--- src/rtl/pps_align_pkg.sv ---
package pps_align_pkg;

  // Strobes issued by the lock control toward the timebase datapath.
  typedef struct packed {
    logic realign;
  } ctrl_strobes_t;

endpackage

--- src/rtl/pps_edge_sync.sv ---
module pps_edge_sync #(
  parameter int STAGES = 2
) (
  input  logic clk,
  input  logic rst,
  input  logic ppsAsync,
  output logic riseSeen
);

  logic [STAGES-1:0] chain;
  logic              prevQ;

  generate
    for (genvar i = 0; i < STAGES; i++) begin : g_stage
      if (i == 0) begin : g_first
        always_ff @(posedge clk) begin
          if (rst) chain[0] <= 1'b0;
          else     chain[0] <= ppsAsync;
        end
      end else begin : g_next
        always_ff @(posedge clk) begin
          if (rst) chain[i] <= 1'b0;
          else     chain[i] <= chain[i-1];
        end
      end
    end
  endgenerate

  always_ff @(posedge clk) begin
    if (rst) prevQ <= 1'b0;
    else     prevQ <= chain[STAGES-1];
  end

  assign riseSeen = chain[STAGES-1] & ~prevQ;

endmodule

--- src/rtl/pps_timebase_dp.sv ---
module pps_timebase_dp
  import pps_align_pkg::*;
#(
  parameter int TEN = 20,
  parameter int SEC = 2000,
  parameter int PW  = $clog2(SEC),
  parameter int SW  = $clog2(TEN)
) (
  input  logic          clk,
  input  logic          rst,
  input  ctrl_strobes_t strobes,
  output logic [PW-1:0] phaseCnt,
  output logic [SW-1:0] subCnt,
  output logic          secWrap,
  output logic          tickTen,
  output logic          tickSec
);

  logic subWrap;

  assign subWrap = (subCnt == SW'(TEN - 1));
  assign secWrap = (phaseCnt == PW'(SEC - 1));

  always_ff @(posedge clk) begin
    if (rst) begin
      subCnt   <= '0;
      phaseCnt <= '0;
    end else if (strobes.realign) begin
      subCnt   <= '0;
      phaseCnt <= '0;
    end else begin
      subCnt   <= subWrap ? '0 : subCnt + 1'b1;
      phaseCnt <= secWrap ? '0 : phaseCnt + 1'b1;
    end
  end

  assign tickTen = strobes.realign | subWrap;
  assign tickSec = strobes.realign | secWrap;

endmodule

--- src/rtl/pps_lock_ctrl.sv ---
module pps_lock_ctrl
  import pps_align_pkg::*;
#(
  parameter int SEC = 2000,
  parameter int WIN = 200,
  parameter int PW  = $clog2(SEC)
) (
  input  logic          clk,
  input  logic          rst,
  input  logic          riseSeen,
  input  logic [PW-1:0] phaseCnt,
  input  logic          secWrap,
  output ctrl_strobes_t strobes,
  output logic          unlocked
);

  logic inWindow;
  logic missedOne;

  assign inWindow = (phaseCnt <= PW'(WIN)) || (phaseCnt >= PW'(SEC - WIN));

  always_comb begin
    strobes         = '0;
    strobes.realign = riseSeen & inWindow;
  end

  always_ff @(posedge clk) begin
    if (rst) begin
      missedOne <= 1'b0;
      unlocked  <= 1'b1;
    end else if (strobes.realign) begin
      missedOne <= 1'b0;
      unlocked  <= 1'b0;
    end else if (secWrap) begin
      if (missedOne) unlocked <= 1'b1;
      missedOne <= 1'b1;
    end
  end

endmodule

--- src/rtl/pps_aligner.sv ---
module pps_aligner
  import pps_align_pkg::*;
#(
  parameter int CLK_HZ      = 125_000_000,
  parameter int SYNC_STAGES = 2
) (
  input  logic clk,
  input  logic rst,
  input  logic ppsAsync,
  output logic tickTen,
  output logic tickSec,
  output logic unlocked
);

  localparam int TEN = CLK_HZ / 100;
  localparam int SEC = TEN * 100;
  localparam int WIN = TEN * 10;
  localparam int PW  = $clog2(SEC);
  localparam int SW  = $clog2(TEN);

  logic          riseSeen;
  logic [PW-1:0] phaseCnt;
  logic [SW-1:0] subCnt;
  logic          secWrap;
  ctrl_strobes_t strobes;

  pps_edge_sync #(.STAGES(SYNC_STAGES)) sync_i (
    .clk      (clk),
    .rst      (rst),
    .ppsAsync (ppsAsync),
    .riseSeen (riseSeen)
  );

  pps_lock_ctrl #(.SEC(SEC), .WIN(WIN), .PW(PW)) ctrl_i (
    .clk      (clk),
    .rst      (rst),
    .riseSeen (riseSeen),
    .phaseCnt (phaseCnt),
    .secWrap  (secWrap),
    .strobes  (strobes),
    .unlocked (unlocked)
  );

  pps_timebase_dp #(.TEN(TEN), .SEC(SEC), .PW(PW), .SW(SW)) dp_i (
    .clk      (clk),
    .rst      (rst),
    .strobes  (strobes),
    .phaseCnt (phaseCnt),
    .subCnt   (subCnt),
    .secWrap  (secWrap),
    .tickTen  (tickTen),
    .tickSec  (tickSec)
  );

endmodule

--- config.mk ---
export PLATFORM = sky130hd
export DESIGN_NAME = pps_aligner
export DESIGN_NICKNAME = d
export VERILOG_FILES = /design/src/rtl/pps_align_pkg.sv /design/src/rtl/pps_edge_sync.sv /design/src/rtl/pps_timebase_dp.sv /design/src/rtl/pps_lock_ctrl.sv /design/src/rtl/pps_aligner.sv
export SDC_FILE = /design/constraint.sdc
export NUM_CORES = 1
export LEC_CHECK = 0
export BUFFER_PORTS_ARGS = -buffer_cell sky130_fd_sc_hd__buf_2
export CAP_MARGIN = 10
export CORE_ASPECT_RATIO = 0.5
export CORE_MARGIN = 5
export CORE_UTILIZATION = 50
export DETAILED_ROUTE_END_ITERATION = 10
export GPL_TIMING_DRIVEN = 0
export PLACE_DENSITY_LB_ADDON = 0.15
export SLEW_MARGIN = 20
export SYNTH_ARGS = -nofsm -noshare
export SYNTH_HDL_FRONTEND = slang
export SYNTH_SLANG_ARGS = --single-unit
--- constraint.sdc ---
create_clock -name clk -period 2.5 [get_ports clk]
set_clock_uncertainty 0.05 [all_clocks]
set_input_delay 0.375 -clock clk [delete_from_list [all_inputs] [get_ports clk]]
set_output_delay 0.375 -clock clk [all_outputs]
set_load 0.05 [all_outputs]
# Yosys cells after proc, flatten, opt, wreduce, memory -nomap -nowiden
# Index checks and enable logic that the tools add are counted.
[classes]
n_eq_ne = 2
n_reduce_logical = 7
muxes = 3
magnitude_cmp = 2
addsub = 2
bitwise = 5
[op_table]
columns = ["cell", "count"]
rows = [
  ["adder 27 x 1 -> 27 bit, second input constant", 1],
  ["== test 27 bit, second input constant", 1],
  [">= comparator 27 bit, second input constant", 1],
  ["less-or-equal comparator 27 x 24 -> 1 bit, second input constant", 1],
  ["adder 21 x 1 -> 21 bit, second input constant", 1],
  ["== test 21 bit, second input constant", 1],
  ["OR reduction 3 bit", 2],
  ["nonzero test 2 bit", 2],
  ["two-way mux 1 bit", 3],
  ["bitwise AND 1 bit", 2],
  ["bitwise OR 1 bit", 2],
  ["AND reduction 2 bit", 1],
  ["OR reduction 2 bit", 1],
  ["logical OR 1 bit", 1],
  ["NOT 1 bit", 1],
]
[word_totals]
input_bits = 3
regBits = 53
out_inout_bits = 3

# Logic depth before layout (Yosys ltp)
[logic_depth]
ltp_word = 5
mapped_depth = 8
depth_no_buf = 6

# Hierarchy
# From an unflattened synthesis, not the netlist that was laid out.
[unflattened]
hier_cells = 310
hier_area_um2 = 2647.5
[by_module_without_submodules]
columns = ["mod", "cells_per_inst", "n_inst", "area_each_um2", "seq_area_each_um2"]
rows = [
  ["pps_timebase_dp", 267, 1, 2290.9, 960.9],
  ["pps_lock_ctrl", 36, 1, 269.0, 40.0],
  ["pps_edge_sync", 7, 1, 87.6, 60.1],
]

# Worst setup path before layout
# OpenSTA, ideal clock, no wires.
[synth_timing]
path_type = "register to output"
startpoint = "register dp_i.phaseCnt[8]"
endpoint = "output tickSec"
path_stages_with_launch = 6
n_path_buf = 0
path_slack_ps = 302
arrival_ps = 1773
cell_sequence = "dfxtp_1 -> or4_1 -> nand4b_1 -> a2bb2oi_1 -> a31o_2 -> nand2_1"
[synth_via]
elab_chain_len = 4
elab_cells_between_ends = 6
[synth_lines]
columns = ["element", "line_no", "source"]
rows = [
  ["start, declared", "pps_timebase_dp.sv:12", "output logic [PW-1:0] phaseCnt,"],
  ["start signal, assigned", "pps_timebase_dp.sv:33", "phaseCnt <= secWrap ? '0 : phaseCnt + 1'b1;"],
  ["less-or-equal comparator 27 x 24 -> 1 bit or >= comparator 27 bit (tied branches)", "pps_lock_ctrl.sv:20", "assign inWindow = (phaseCnt <= PW'(WIN)) || (phaseCnt >= PW'(SEC - WIN));"],
  ["logical OR 1 bit", "pps_lock_ctrl.sv:20", ""],
  ["bitwise AND 1 bit", "pps_lock_ctrl.sv:24", "strobes.realign = riseSeen & inWindow;"],
  ["bitwise OR 1 bit (*)", "pps_timebase_dp.sv:38", "assign tickSec = strobes.realign | secWrap;"],
  ["end, declared", "pps_aligner.sv:11", "output logic tickSec,"],
]
# Every way passes the cells marked *; elsewhere a longest branch is shown, timed or not.

# Worst setup path in the final report
[layout_timing]
startpoint = "register dp_i.phaseCnt[8]"
endpoint = "output tickTen"
[layout_via]
elab_chain_len = 4
elab_cells_between_ends = 5
[layout_lines]
columns = ["element", "line_no", "source"]
rows = [
  ["less-or-equal comparator 27 x 24 -> 1 bit or >= comparator 27 bit (tied branches)", "pps_lock_ctrl.sv:20", ""],
  ["logical OR 1 bit (*)", "pps_lock_ctrl.sv:20", ""],
  ["bitwise AND 1 bit (*)", "pps_lock_ctrl.sv:24", ""],
  ["bitwise OR 1 bit (*)", "pps_timebase_dp.sv:37", "assign tickTen = strobes.realign | subWrap;"],
  ["end, declared", "pps_aligner.sv:10", "output logic tickTen,"],
]
# Marks and branches as above.

==> out/qor.log <==
qor: status.run_status finished, final reports clean
qor: layout.final_common_cell sky130_fd_sc_hd__dfxtp_1
qor: die.core 5440 um^2
qor: die.floorplan.die.width 116 um
qor: worst_setup_path.signal_arrival_time_at_the_worst_endpoint 2.04 ns
qor: global_route.grt_pass1_vias 2,201
qor: clock_network.tritoncts done
qor: worst_setup_path.crit_path_launch dp_i.phaseCnt[8]$_SDFF_PP0_
qor: synthesis.avgSynthCellArea 9.15 um^2
qor: synthesis.netlist_instances 306
qor: layout.insertedDiodeCount 0
qor: clock_network.clock_tree.root_cell sky130_fd_sc_hd__clkbuf_8
qor: layout.layout.cell_area.non_filler 3140 um^2
qor: timing.setup_tns_final 0 ns
qor: synthesis.synth_warnings 0
qor: global_route.number_of_antenna_violations_at_the_first_check_in_global_routing 0
qor: die.floorplan.initialDensity 51.4%
qor: global_route.wire_length_of_the_first_global_routing_pass 10.6 mm
qor: drt.route.final.wire_length 6.19 mm
qor: worst_setup_path.setup.worst_path.end_class output pin
qor: power.power_report.internal_total 1200 uW
qor: placed_design.dp.final_hpwl 4.36 mm
qor: clock_network.clkSlewWorstSetupHoldPaths 0.09 ns
qor: drt.dr.max_layer_used met4
qor: layout.layout.nets 326
qor: drt.ant_nets 0
qor: worst_setup_path.critPathMaxStageDelay 0.51 ns
qor: synthesis.ys_async_sr_fraction 0%
qor: die.fp.dieArea 7290 um^2
qor: worst_setup_path.rrSetupSlack 0.32 ns
qor: synthesis.syn_area 2800 um^2
qor: placed_design.gp_congestion 0.897
qor: synthesis.yosys.area.top_type sky130_fd_sc_hd__dfxtp_1
qor: placed_design.post-place-cells 384
qor: timing.layout_min_cycle_time 2.47 ns
qor: run.maxCapViolations 0
qor: synthesis.yosys-top-cells-area sky130_fd_sc_hd__dfxtp_1 (38%), sky130_fd_sc_hd__xnor2_1 (8.8%), sky130_fd_sc_hd__a211oi_1 (5.6%)
qor: drt.met1_wirelength 3.07 mm
qor: worst_setup_path.required 2.08 ns
qor: worst_setup_path.criticalPathCategory reg2out
qor: min_path.hold-path-cell-count 2
qor: worst_setup_path.critical_path.reg2reg.endpoint dp_i.phaseCnt[20]$_SDFF_PP0_
qor: power.p_sw_share 22.5%
qor: power.ir_drop 492 uV
qor: min_path.hold_path_class in2reg
qor: worst_setup_path.worstReg2RegStart dp_i.phaseCnt[0]$_SDFF_PP0_
qor: clock_network.numClockSinks 53
qor: timing.slew_viol_final 0
qor: layout.flow.area_growth_from_synthesis 12.3%
qor: synthesis.synth_edf_count 0
qor: timing.maxClockFrequency 405 MHz
qor: drt.detailedRoute.firstIterationViolations 139
qor: worst_setup_path.start_kind flop
qor: drt.post_drt_via_cell_ratio 5.76
qor: synthesis.synth_sequential_area_ratio 37.9%
qor: drt.route.detailed.drc 0
qor: worst_setup_path.worst_r2r_path_depth 6
qor: worst_setup_path.crit_slowest_cell sky130_fd_sc_hd__or4_4
qor: die.row_count 19
qor: synthesis.post-synth-top-area-fraction 37.9%
qor: worst_setup_path.path_cells or4_4, nand4b_1, a2bb2oi_2, a31o_4, nand2_2, buf_8
qor: timing.fin_worst_hold_slack 0.217 ns
qor: clock_network.number_of_buffers_added_by_the_clock_tree_synthesis_step 5
qor: global_route.globalRouteTotalUtil 18.2%
qor: timing.setup_viol_count_final 0
qor: clock_network.maximum_clock_insertion_buffer_count 2
qor: drt.wl_met2 2.75 mm
qor: die.die_height 62.9 um
qor: placed_design.portBuffers 5
qor: drt.detail_route.wl_per_cell 15.7 um
qor: power.pwr_cell_area 493 nW/um^2
qor: layout.drive_gt1_share 20.9%
qor: timing.fin_crit_share 98.7%
qor: power.p_switching 349 uW
qor: timing.total_count_of_hold_check_failures_in_the_final_report 0
qor: worst_setup_path.cp-endpoint tickTen
qor: power.totalPowerFinal 1550 uW
qor: timing.rsz0062_at_grt true
qor: global_route.grt_max_degree 17
qor: power.clock_power_share 40.1%
qor: timing.slew_headroom 46.7%
qor: synthesis.synth_fp_nets 312
qor: layout.finish.cell_count_without_fillers 394
qor: layout.mostFrequentLayoutCells sky130_fd_sc_hd__dfxtp_1 (48), sky130_fd_sc_hd__xnor2_1 (28), sky130_fd_sc_hd__a211oi_1 (21), sky130_fd_sc_hd__nand2_1 (20), sky130_fd_sc_hd__xor2_1 (16)
qor: synthesis.synth-main-ff-cell sky130_fd_sc_hd__dfxtp_1
qor: drt.first_pass_iters 4
qor: power.power_frac_comb 4.2%
qor: timing.tightestPinTransition 0.800 ns
qor: power.p_leak 0.000943 uW
qor: die.ios 6
qor: power.power_frac_seq 55.6%
qor: synthesis.synthDistinctLibCells 43
qor: placed_design.dpl_cell_area 2920 um^2
qor: drt.met3WireLength 260 um
qor: worst_setup_path.cp_max_fo 3
qor: synthesis.number_of_register_bits_inferred_by_synthesis 53
qor: drt.vias 2,270
qor: clock_network.cts_max_level 2
qor: clock_network.clk_latency 0.32 ns
qor: global_route.grt-ovfl-total 0
## cells by family (layout without fill, tap and decap cells)
group / Yosys count / after routing / synth area share (%)
DFF: 53 / 53 / 37.9
adders and majority gates: 3 / 3 / 1.34
buffers and inverters: 28 / 43 / 5.50
and+or+nand+nor: 115 / 115 / 23.8
AOI/OAI and AO/OA: 63 / 63 / 17.7
xor gates and xnor gates: 44 / 44 / 13.8
## cells in the mapped netlist, drive strengths merged (4+ instances only)
cell / instances
a211oi: 27
a21oi: 25
and3: 8
buf: 13
clkbuf: 7
dfxtp: 53
inv: 7
nand2: 22
nand3: 13
nand4: 13
nor2: 15
nor2b: 4
nor3: 12
nor4: 6
or3: 5
xnor2: 28
xor2: 16
## sequential cells by signal, indices dropped and copies added, names as in the netlist
signal and count:
dp_i.phaseCnt 27, dp_i.subCnt 21, sync_i.chain 2, ctrl_i.missedOne 1, ctrl_i.unlocked 1, sync_i.prevQ 1
## final cells by class
class / count / area (um^2)
Buffer: 19 / 120
Clock buffer: 6 / 82.6
Clock inverter: 2 / 37.5
Fill cell: 485 / 2300
Inverter: 8 / 30.0
Multi-Input combinational cell: 225 / 1640
Sequential cell: 53 / 1070
Tap cell: 73 / 91.3
Timing Repair Buffer: 8 / 67.6
## how the worst min path moves through the flow
| stage | startpoint | to | slack, ns |
|---|---|---|---|
| 2_1_floorplan | sync_i.chain[0]$_SDFF_PP0_ | sync_i.chain[1]$_SDFF_PP0_ | 0.36 |
| 3_3_place_gp | sync_i.chain[0]$_SDFF_PP0_ | sync_i.chain[1]$_SDFF_PP0_ | 0.37 |
| 3_5_place_dp | sync_i.chain[0]$_SDFF_PP0_ | sync_i.chain[1]$_SDFF_PP0_ | 0.38 |
| 4_1_cts | ppsAsync | sync_i.chain[0]$_SDFF_PP0_ | 0.21 |
| 5_1_grt | ppsAsync | sync_i.chain[0]$_SDFF_PP0_ | 0.21 |
| 6_report | ppsAsync | sync_i.chain[0]$_SDFF_PP0_ | 0.22 |
## metal layers
metal / vias to the layer above / GRT usage [%]
met5: - / 0
met4: 0 / 6.95
met3: 9 / 4.84
met2: 33 / 27.7
met1: 1086 / 24.6
li1: 1142 / -
## power by group through the flow
stage / Combinational (uW) / Clock (uW) / Sequential (uW)
floorplan: 42.9 / 0 / 884
global placement: 60.0 / 0 / 883
detailed placement: 61.7 / 0 / 883
CTS: 64.5 / 638 / 863
global route: 74.2 / 679 / 864
finish: 65.3 / 622 / 863
## critical path, delay by kind of cell (launching register included)
family | cells | cell delay (ns)
AOI/OAI and AO/OA | 2 | 0.43
buffers and inverters | 1 | 0.15
DFF | 1 | 0.35
and+or+nand+nor | 3 | 0.79
## through the flow
step / worst slack, ns / util [%]
final: 0.0333 / 57.7
after global routing: -0.0269 / 57.7
after CTS: -0.0369 / 56.9
after detailed placement: 0.174 / 53.6
after global placement: 0.112 / 53.6
after floorplan: 0.302 / -
## repair_timing
item	CTS	global route
endpoints found under the setup margin	2	2
hold buffers	0	0
pin swaps	2	4
gates resized for setup	14	9
setup buffers	2	1
(Power assumes the default switching activity.)
